**src/rtl/tml_pkg.sv**
```systemverilog
package tml_pkg;

   typedef enum logic [1:0] {
      OP_ACT = 2'b00,
      OP_PRE = 2'b01,
      OP_RD  = 2'b10,
      OP_WR  = 2'b11
   } op_e;

   typedef enum logic [2:0] {
      ST_IDLE,
      ST_CMD0,
      ST_CMD1,
      ST_WDAT,
      ST_BUB,
      ST_WAIT,
      ST_RDAT
   } st_e;

endpackage

```
**src/rtl/tml_seq.sv**
```systemverilog
module tml_seq import tml_pkg::*; #(
   parameter int BURST  = 8,
   parameter int RD_LAT = 2,
   parameter int CNT_W  = 3
) (
   input  logic             clk,
   input  logic             rst_n,
   input  logic             fire,
   input  op_e              op_in,
   output st_e              st,
   output op_e              op_q,
   output logic [CNT_W-1:0] cnt
);

   localparam logic [CNT_W-1:0] LAST_BEAT = CNT_W'(BURST - 1);
   localparam logic [CNT_W-1:0] LAST_WAIT = (RD_LAT > 0) ? CNT_W'(RD_LAT - 1) : '0;

   st_e              st_n;
   st_e              bub_next;
   op_e              op_n;
   logic [CNT_W-1:0] cnt_n;

   generate
      if (RD_LAT == 0) begin : g_no_wait
         assign bub_next = ST_RDAT;
      end else begin : g_wait
         assign bub_next = ST_WAIT;
      end
   endgenerate

   always_comb begin
      st_n  = st;
      cnt_n = cnt;
      op_n  = op_q;
      case (st)
         ST_IDLE: if (fire) begin
            st_n = ST_CMD0;
            op_n = op_in;
         end
         ST_CMD0: st_n = op_q[1] ? ST_CMD1 : ST_IDLE;
         ST_CMD1: begin
            cnt_n = '0;
            st_n  = (op_q == OP_WR) ? ST_WDAT : ST_BUB;
         end
         ST_WDAT, ST_RDAT: begin
            if (cnt == LAST_BEAT) begin
               st_n  = ST_IDLE;
               cnt_n = '0;
            end else begin
               cnt_n = cnt + CNT_W'(1);
            end
         end
         ST_BUB: begin
            cnt_n = '0;
            st_n  = bub_next;
         end
         ST_WAIT: begin
            if (cnt == LAST_WAIT) begin
               st_n  = ST_RDAT;
               cnt_n = '0;
            end else begin
               cnt_n = cnt + CNT_W'(1);
            end
         end
         default: st_n = ST_IDLE;
      endcase
   end

   always_ff @(posedge clk) begin
      if (!rst_n) begin
         st   <= ST_IDLE;
         cnt  <= '0;
         op_q <= OP_ACT;
      end else begin
         st   <= st_n;
         cnt  <= cnt_n;
         op_q <= op_n;
      end
   end

   AST_SHORT_CMD_DONE: assert property (@(posedge clk) disable iff (!rst_n)
      (st == ST_CMD0 && !op_q[1]) |=> (st == ST_IDLE));

   AST_WRITE_NO_GAP: assert property (@(posedge clk) disable iff (!rst_n)
      (st == ST_CMD1 && op_q == OP_WR) |=> (st == ST_WDAT));

endmodule

```
**src/rtl/tml_cmd_fmt.sv**
```systemverilog
module tml_cmd_fmt #(
   parameter int LINE_W = 8,
   parameter int BURST  = 8,
   parameter int BANK_W = 2,
   parameter int BIDX_W = 3
) (
   input  logic                          clk,
   input  logic                          rst_n,
   input  logic                          load,
   input  logic [1:0]                    op,
   input  logic [BANK_W-1:0]             bank,
   input  logic [2*LINE_W-3-BANK_W:0]    addr,
   input  logic [LINE_W*BURST-1:0]       wdata,
   input  logic [BIDX_W-1:0]             wsel,
   output logic [LINE_W-1:0]             beat0,
   output logic [LINE_W-1:0]             beat1,
   output logic [LINE_W-1:0]             wbyte
);

   localparam int ADDR_W = 2*LINE_W - 2 - BANK_W;
   localparam int DATA_W = LINE_W*BURST;

   logic [1:0]         op_q;
   logic [BANK_W-1:0]  bank_q;
   logic [ADDR_W-1:0]  addr_q;
   logic [DATA_W-1:0]  wdata_q;
   logic [LINE_W-1:0]  slices [BURST];

   always_ff @(posedge clk) begin
      if (!rst_n) begin
         op_q    <= '0;
         bank_q  <= '0;
         addr_q  <= '0;
         wdata_q <= '0;
      end else if (load) begin
         op_q    <= op;
         bank_q  <= bank;
         addr_q  <= addr;
         wdata_q <= wdata;
      end
   end

   generate
      for (genvar g = 0; g < BURST; g++) begin : g_slice
         assign slices[g] = wdata_q[g*LINE_W +: LINE_W];
      end
   endgenerate

   assign beat0 = {op_q, bank_q, addr_q[ADDR_W-1:LINE_W]};
   assign beat1 = addr_q[LINE_W-1:0];
   assign wbyte = slices[wsel];

endmodule

```
**src/rtl/tml_rd_capture.sv**
```systemverilog
module tml_rd_capture #(
   parameter int LINE_W = 8,
   parameter int BURST  = 8
) (
   input  logic                     clk,
   input  logic                     rst_n,
   input  logic                     cap_en,
   input  logic                     cap_last,
   input  logic [LINE_W-1:0]        din,
   output logic                     rsp_valid,
   output logic [LINE_W*BURST-1:0]  rdata
);

   localparam int DATA_W = LINE_W*BURST;

   always_ff @(posedge clk) begin
      if (!rst_n) begin
         rdata     <= '0;
         rsp_valid <= 1'b0;
      end else begin
         rsp_valid <= cap_en && cap_last;
         if (cap_en) begin
            rdata <= {din, rdata[DATA_W-1:LINE_W]};
         end
      end
   end

   AST_RSP_SINGLE: assert property (@(posedge clk) disable iff (!rst_n)
      rsp_valid |=> !rsp_valid);

endmodule

```
**src/rtl/tmux_link_ctrl.sv**
```systemverilog
module tmux_link_ctrl import tml_pkg::*; #(
   parameter int LINE_W = 8,
   parameter int BURST  = 8,
   parameter int BANK_W = 2,
   parameter int RD_LAT = 2,
   localparam int ADDR_W = 2*LINE_W - 2 - BANK_W,
   localparam int DATA_W = LINE_W*BURST
) (
   input  logic              clk,
   input  logic              rst_n,
   input  logic              req_valid,
   output logic              req_ready,
   input  logic [1:0]        req_op,
   input  logic [BANK_W-1:0] req_bank,
   input  logic [ADDR_W-1:0] req_addr,
   input  logic [DATA_W-1:0] req_wdata,
   output logic              rsp_valid,
   output logic [DATA_W-1:0] rsp_rdata,
   output logic [LINE_W-1:0] link_out,
   output logic              link_oe,
   input  logic [LINE_W-1:0] link_in
);

   localparam int CMAX   = (BURST > RD_LAT) ? BURST : RD_LAT;
   localparam int CNT_W  = $clog2(CMAX);
   localparam int BIDX_W = $clog2(BURST);

   generate
      if (BANK_W < 1 || BANK_W > LINE_W - 3) begin : g_bad_bank
         $error("BANK_W must leave at least one address bit in the first beat");
      end
      if (BURST < 2 || (BURST & (BURST - 1)) != 0) begin : g_bad_burst
         $error("BURST must be a power of two of at least 2");
      end
      if (RD_LAT < 0) begin : g_bad_lat
         $error("RD_LAT must not be negative");
      end
   endgenerate

   st_e              st;
   op_e              op_q;
   logic [CNT_W-1:0] cnt;
   logic             fire;
   logic [LINE_W-1:0] beat0, beat1, wbyte;
   logic             cap_en, cap_last;

   assign req_ready = (st == ST_IDLE);
   assign fire      = req_valid && req_ready;

   tml_seq #(.BURST(BURST), .RD_LAT(RD_LAT), .CNT_W(CNT_W)) u_seq (
      .clk   (clk),
      .rst_n (rst_n),
      .fire  (fire),
      .op_in (op_e'(req_op)),
      .st    (st),
      .op_q  (op_q),
      .cnt   (cnt)
   );

   tml_cmd_fmt #(.LINE_W(LINE_W), .BURST(BURST), .BANK_W(BANK_W), .BIDX_W(BIDX_W)) u_fmt (
      .clk   (clk),
      .rst_n (rst_n),
      .load  (fire),
      .op    (req_op),
      .bank  (req_bank),
      .addr  (req_addr),
      .wdata (req_wdata),
      .wsel  (cnt[BIDX_W-1:0]),
      .beat0 (beat0),
      .beat1 (beat1),
      .wbyte (wbyte)
   );

   assign cap_en   = (st == ST_RDAT);
   assign cap_last = (cnt == CNT_W'(BURST - 1));

   tml_rd_capture #(.LINE_W(LINE_W), .BURST(BURST)) u_cap (
      .clk       (clk),
      .rst_n     (rst_n),
      .cap_en    (cap_en),
      .cap_last  (cap_last),
      .din       (link_in),
      .rsp_valid (rsp_valid),
      .rdata     (rsp_rdata)
   );

   always_comb begin
      link_out = '0;
      link_oe  = 1'b0;
      case (st)
         ST_CMD0: begin link_out = beat0; link_oe = 1'b1; end
         ST_CMD1: begin link_out = beat1; link_oe = 1'b1; end
         ST_WDAT: begin link_out = wbyte; link_oe = 1'b1; end
         default: ;
      endcase
   end

   AST_ACCEPT_THEN_BEAT: assert property (@(posedge clk) disable iff (!rst_n)
      (req_valid && req_ready) |=> (link_oe && !req_ready));

   AST_OPCODE_IN_BEAT: assert property (@(posedge clk) disable iff (!rst_n)
      (st == ST_CMD0) |-> (link_out[LINE_W-1 -: 2] == op_q));

   AST_DRIVE_NOT_IDLE: assert property (@(posedge clk) disable iff (!rst_n)
      link_oe |-> !req_ready);

   AST_READ_BUBBLE: assert property (@(posedge clk) disable iff (!rst_n)
      (st == ST_CMD1 && op_q == OP_RD) |=> !link_oe);

   AST_RSP_WHEN_IDLE: assert property (@(posedge clk) disable iff (!rst_n)
      rsp_valid |-> (req_ready && !link_oe));

endmodule

```
**config.mk**
```make
export PLATFORM = sky130hd
export DESIGN_NAME = tmux_link_ctrl
export DESIGN_NICKNAME = d
export VERILOG_FILES = /design/src/rtl/tml_pkg.sv /design/src/rtl/tml_seq.sv /design/src/rtl/tml_cmd_fmt.sv /design/src/rtl/tml_rd_capture.sv /design/src/rtl/tmux_link_ctrl.sv
export SDC_FILE = /design/constraint.sdc
export NUM_CORES = 1
export LEC_CHECK = 0
export CAP_MARGIN = 20
export CORE_ASPECT_RATIO = 0.6
export CORE_UTILIZATION = 30
export CTS_CLUSTER_SIZE = 10
export DETAILED_ROUTE_END_ITERATION = 16
export GPL_ROUTABILITY_DRIVEN = 0
export GPL_TIMING_DRIVEN = 0
export PLACE_DENSITY = 0.66
export SYNTH_ARGS = -nofsm -noshare
export SYNTH_HDL_FRONTEND = slang
export SYNTH_SLANG_ARGS = --single-unit
```
**constraint.sdc**
```tcl
create_clock -name clk -period 1.6 [get_ports clk]
set_clock_uncertainty 0.05 [all_clocks]
set_input_delay 0.16 -clock clk [delete_from_list [all_inputs] [get_ports clk]]
set_output_delay 0.16 -clock clk [all_outputs]
set_load 0.01 [all_outputs]
```
# After elaboration in Yosys (flattened, before gate mapping)
# Cells that the tools add are included.
op_classes:
  n_bitwise: 1
  n_eq_ne: 12
  mux: 14
  add_sub_neg: 1
  n_reduce_logical: 9
  n_lt_le_gt_ge: 1
op_table:
  columns: ["op", "count"]
  rows:
  - ["binary-select mux 8 bit (select 3 bit)", 1]
  - ["case mux 8 bit (3 select lines)", 1]
  - ["two-way mux 3 bit", 6]
  - ["case mux 3 bit (6 select lines)", 1]
  - ["two-way mux 8 bit", 2]
  - ["equality test 3 bit (second input constant)", 4]
  - ["case mux 3 bit (3 select lines)", 1]
  - ["equality test 3 x 1 -> 1 bit (second input constant)", 2]
  - ["equality test 3 x 2 -> 1 bit (second input constant)", 2]
  - ["!= test 2 x 1 -> 1 bit (second input constant)", 3]
  - ["greater-or-equal comparator 4 bit (second input constant)", 1]
  - ["NOT 3 -> 4 bit", 1]
  - ["OR reduction 2 bit", 2]
  - ["adder 3 x 1 -> 3 bit (second input constant)", 1]
  - ["logical NOT 3 bit", 1]
  - ["AND reduction 3 bit", 1]
  - ["nonzero test 3 bit", 1]
  - ["OR reduction 3 bit", 1]
  - ["equality test 2 bit (second input constant)", 1]
  - ["logical AND 1 bit", 2]
  - ["two-way mux 2 bit", 1]
  - ["AND reduction 2 bit", 1]
  - ["two-way mux 1 bit", 1]
word_totals:
  output_inout_bits: 75
  ff_bits: 153
  word_cells: 47

# Depth between registers and ports, before layout
logic_depth:
  depth_word: 5
  ltp_mapped: 7
  ltp_nobuf: 6

# Hierarchy
# Synthesis repeated with hierarchy kept, for this count alone.
unflattened:
  hier_cells: 590
  hier_area_um2: 6896.6
modules_own_cells:
  columns: ["mod", "seq_area_each_um2", "area_per_inst_um2", "instances", "cells_each"]
  rows:
  - ["tml_cmd_fmt", 1601.5, 3527.1, 1, 286]
  - ["tml_rd_capture", 1301.2, 2469.9, 1, 208]
  - ["tml_seq", 160.2, 550.5, 1, 60]
  - ["tmux_link_ctrl", 0.0, 349.1, 1, 36]

# Worst setup path before layout
# Ideal clock, no wire load.
synth_timing:
  kind: "flip-flop to output port"
  startpoint: "reg u_seq.cnt[0]"
  endpoint: "out link_out[0]"
  arrival_time_ps: 1418
  required_time_ps: 1390
  stages_incl_launch_ff: 7
  path_slack_ps: -28
  path_cell_list: "dfxtp_1 > buf_6 > buf_12 > mux4_2 > nand2b_1 > nand3_1 > o21ai_1"
synth_between:
  elab_chain_cells: 5
synth_lines:
  columns: ["item", "line_no", "text"]
  rows:
  - ["start, declared", "tml_seq.sv:12", "output logic [CNT_W-1:0] cnt"]
  - ["start signal, assigned", "tml_seq.sv:76", "cnt <= cnt_n;"]
  - ["NOT 3 -> 4 bit (not written as such)", "tml_cmd_fmt.sv:51", "assign wbyte = slices[wsel];"]
  - ["binary-select mux 8 bit (select 3 bit)", "tml_cmd_fmt.sv:51", null]
  - ["two-way mux 8 bit (not written as such) (2 in a row)", "tml_cmd_fmt.sv:51", null]
  - ["case mux 8 bit (3 select lines)", "tmux_link_ctrl.sv:90", "case (st)"]
  - ["end, declared", "tmux_link_ctrl.sv:19", "output logic [LINE_W-1:0] link_out,"]
# Every way passes these cells. The select of a mux whose other input is x is not followed.

# Worst setup path after layout
# Ends and elaborated chain as after synthesis.

==> reports/qor.tcl <==
set qor(outcome) {finished, violations left}
set qor(violations) {setup timing}
set qor(post_drt_wl_per_cell_um) 16.4
set qor(antenna_cells_inserted) 0
set qor(yosys.cell_types.count) 37
set qor(pre_cts_slack_ps) -726
set qor(first_global_vias) 5456
set qor(relSlewSlack_pct) 61.9
set qor(hold_path.startpoint) {rst_n}
set qor(design.portCount) 166
set qor(sw_frac_of_total_pct) 26.9
set qor(synth_simple_gate_area_share_pct) 20.5
set qor(period_minus_ws_final_ps) 2230
set qor(nFillCells) 2088
set qor(worstSetupEndpointType) {primary output}
set qor(numCtsBuffers) 17
set qor(number_of_endpoints_with_negative_hold_slack_in_the_final_report) 0
set qor(comb_power_share_pct) 11.4
set qor(r2r_start) {u_seq.cnt[1]$_SDFFE_PN0P_}
set qor(pwr-share-seq_pct) 44.2
set qor(grt_start_max_net_pins) 17
set qor(critPathLaunchType) {register}
set qor(detail_route.drc_violations) 0
set qor(post_synth_top_flop) {dfxtp_1}
set qor(yosysWarnings) 0
set qor(syn_nets) 856
set qor(cellLeakagePower_uw) 0.00405
set qor(die-area_um2) 22200
set qor(asyncSetResetFlopFracSynth_pct) 0
set qor(cellPowerDensity_nw_per_um2) 967
set qor(synth_xor_area_share_pct) 0
set qor(critPathArrivalTime_ps) 2020
set qor(path_max_fanout) 7
set qor(reg2reg_setup_slack_ps) -80
set qor(power.internal_uw) 6650
set qor(grt_antenna_before_repair) 0
set qor(seq_cells_post_synth) 151
set qor(final_core_util_pct) 44.6
set qor(via_to_cell_ratio) 4.73
set qor(overflow) 0
set qor(critPathSlowestCell) {mux4_2}
set qor(switching_power_uw) 2440
set qor(global_route.usage.met2_pct) 22.9
set qor(width_of_the_die_um) 192
set qor(cts-htree-levels) 4
set qor(cp_cell_sequence) {buf_12 -> buf_12 -> mux4_2 -> nand2b_4 -> nand3_2 -> o21ai_2 -> buf_2}
set qor(fin_worst_hold_slack_ps) 76.9
set qor(initial_core_utilization_pct) 30.7
set qor(cts_tree) {done}
set qor(type_of_the_worst_min_delay_path) {input port to register}
set qor(multiInputGateArea_um2) 3270
set qor(grtUsageTotal_pct) 18.3
set qor(synth.mux.area_fraction_pct) 5.76
set qor(worst-slew-pin-transition_ps) 571
set qor(total_power_uw) 9090
set qor(worst-endpoint-required_ps) 1390
set qor(clock_latency_ps) 430
set qor(post_synth_inst_count) 762
set qor(dr.pass1.iters) 5
set qor(top_usage_layer) {met1}
set qor(critical_path_buf_inv_count) 3
set qor(synth_adder_area_share_pct) 0.580
set qor(drt_iter0_markers) 358
set qor(maxCapViolCount) 0
set qor(rr_worst_depth) 7
set qor(post_synth_edffs) 0
set qor(ant_nets) 0
set qor(syn_area_um2) 6470
set qor(cts-root-buf) {clkbuf_16}
set qor(final_setup_slack_of_the_worst_path_ps) -633
set qor(grt_pass1_wl_um) 30600
set qor(capture_instance_of_the_worst_register_to_register_path) {u_seq.st[0]$_SDFFE_PN0P_}
set qor(highest_ir_drop_seen_on_vdd_mv) 0.710
set qor(ys_seq_area_share_pct) 46.7
set qor(largest_family_of_logic_cells_by_synthesized_area) {compound AO/OA/AOI/OAI gates}
set qor(core_area_um2) 21100
set qor(core.rowCount) 41
set qor(routed_wl_um) 20400
set qor(vias) 5874
set qor(clock-sinks) 151
set qor(critical_path_type) {register to primary output}
set qor(timing.critical_path.slowest_cell_delay_ps) 520
set qor(path_common_cell) {buf_12}
set qor(synthToLayoutAreaGrowth_pct) 45.2
set qor(max_freq_mhz) 448
set qor(layout-drive-gt1-share_pct) 14.0
set qor(dp.final_hpwl_um) 15200
set qor(portBuffers) 164
set qor(finalNetCount) 1043
set qor(die_h_um) 116
set qor(min_path_cells) 2
set qor(grt_setup_unrepaired) {yes}
set qor(clkPwrFrac_pct) 44.3
set qor(cts.clk_slew.worst_paths_ps) 80
set qor(synth_compound_area_share_pct) 21.2
set qor(final-seq-area_um2) 3050
set qor(setup_viol) 12
set qor(per_instance_average_area_after_synthesis_um2) 8.50
set qor(final_max_slew_viol_count) 0
set qor(clockBufferDepth) 2
set qor(gr-usage-met3_pct) 5.39
set qor(cp_top_family) {multiplexers}
set qor(layout_worst_path_cycle_share_pct) 140
set qor(met1_usage_in_global_routing_pct) 29.2
set qor(hold_critical_path_endpoint) {u_fmt.wdata_q[32]$_SDFFE_PN0P_}
cells in the final DEF (no fill, tap or decap), drive strengths merged, types with 2 or more instances in the layout:
| cell type | Yosys | routed |
|---|---|---|
| a21boi | 144 | 144 |
| a21oi | 6 | 6 |
| a22oi | 16 | 16 |
| and2 | 2 | 2 |
| buf | 27 | 39 |
| clkbuf | 31 | 49 |
| clkdlybuf4s50 | 0 | 106 |
| clkinv | 0 | 2 |
| clkinvlp | 0 | 2 |
| dfxtp | 151 | 151 |
| dlygate4sd2 | 0 | 10 |
| dlymetal6s2s | 0 | 38 |
| ha | 3 | 3 |
| inv | 4 | 14 |
| mux2i | 17 | 17 |
| mux4 | 8 | 8 |
| nand2 | 293 | 293 |
| nand2b | 12 | 12 |
| nand3 | 9 | 9 |
| nor2 | 7 | 7 |
| nor2b | 6 | 6 |
| o21ai | 16 | 16 |
area by class of cell:
class / instances / share of cell area [%]
multi-input cells: 549 / 34.8
flip-flops and latches: 151 / 32.4
repair buffers: 168 / 18.4
clock buffers: 17 / 4.52
plain buffers: 58 / 4.36
well taps: 279 / 3.71
clock inverters: 15 / 1.68
inverters: 4 / 0.160
worst max-delay path by stage:
stage / start / to / depth (start not counted)
finish: u_seq.cnt[0]$_SDFFE_PN0P_ / link_out[0] / 7
global route: u_seq.cnt[0]$_SDFFE_PN0P_ / link_out[0] / 7
CTS: u_seq.cnt[0]$_SDFFE_PN0P_ / link_out[0] / 7
detailed placement: u_seq.st[1]$_SDFFE_PN0P_ / link_out[6] / 5
global placement: u_seq.st[1]$_SDFFE_PN0P_ / link_out[6] / 5
floorplan: u_seq.cnt[0]$_SDFFE_PN0P_ / link_out[0] / 6
synth_stat cells (7+ instances only):
master,instances,area [um2]
buf_4,10,75.1
clkbuf_1,31,116
o21ai_0,14,70.1
a21boi_0,54,405
a22oi_1,16,120
a21boi_1,90,676
buf_2,7,35.0
nand2_1,292,1100
mux2i_1,17,170
nand2b_1,12,75.1
dfxtp_1,151,3020
nand3_1,9,45.0
repair_timing:
action,in CTS,in global routing
endpoints found under the hold margin,0,0
setup buffers,3,0
gates cloned,0,1
pin swaps,0,1
hold buffers,0,0
gates resized for setup,116,70
setup endpoints to repair,134,118
cell families after synthesis:
logic type      Yosys count
buf+inv                  62
mux                      25
simple gates            332
flops                   151
compound gates          189
fa+ha+maj                 3
routing by layer:
| layer | up-vias | share of wire, % |
|---|---|---|
| met5 | - | 0 |
| met4 | 0 | 0.81 |
| met3 | 17 | 6.8 |
| met2 | 178 | 38 |
| met1 | 2762 | 55 |
| li1 | 2917 | - |
sequential cells by signal (all words and copies together) (netlist names):
signal / count
u_cap.rdata: 64
u_fmt.wdata_q: 64
u_fmt.addr_q: 12
u_seq.cnt: 3
u_seq.st: 3
u_fmt.bank_q: 2
u_fmt.op_q: 2
u_cap.rsp_valid: 1
power by group through the flow:
stage	clock network, uW	registers, uW	logic (uW)
3_3_place_gp	0	4090	973
3_5_place_dp	0	4090	984
5_1_grt	4260	4040	1140
4_1_cts	4110	4020	1020
2_1_floorplan	0	4060	540
6_report	4030	4020	1040
stage by stage:
| stage | cells | setup TNS, ps | cell area (um2) |
|---|---|---|---|
| 2_1_floorplan | 762 | 0 | 6480 |
| 3_3_place_gp | 1205 | -11390 | 8470 |
| 3_5_place_dp | 1205 | -14010 | 8470 |
| 4_1_cts | 1240 | -5040 | 9190 |
| 5_1_grt | 1241 | -5880 | 9400 |
| 6_report | 1241 | -4780 | 9400 |
(Power assumes the default switching activity.)
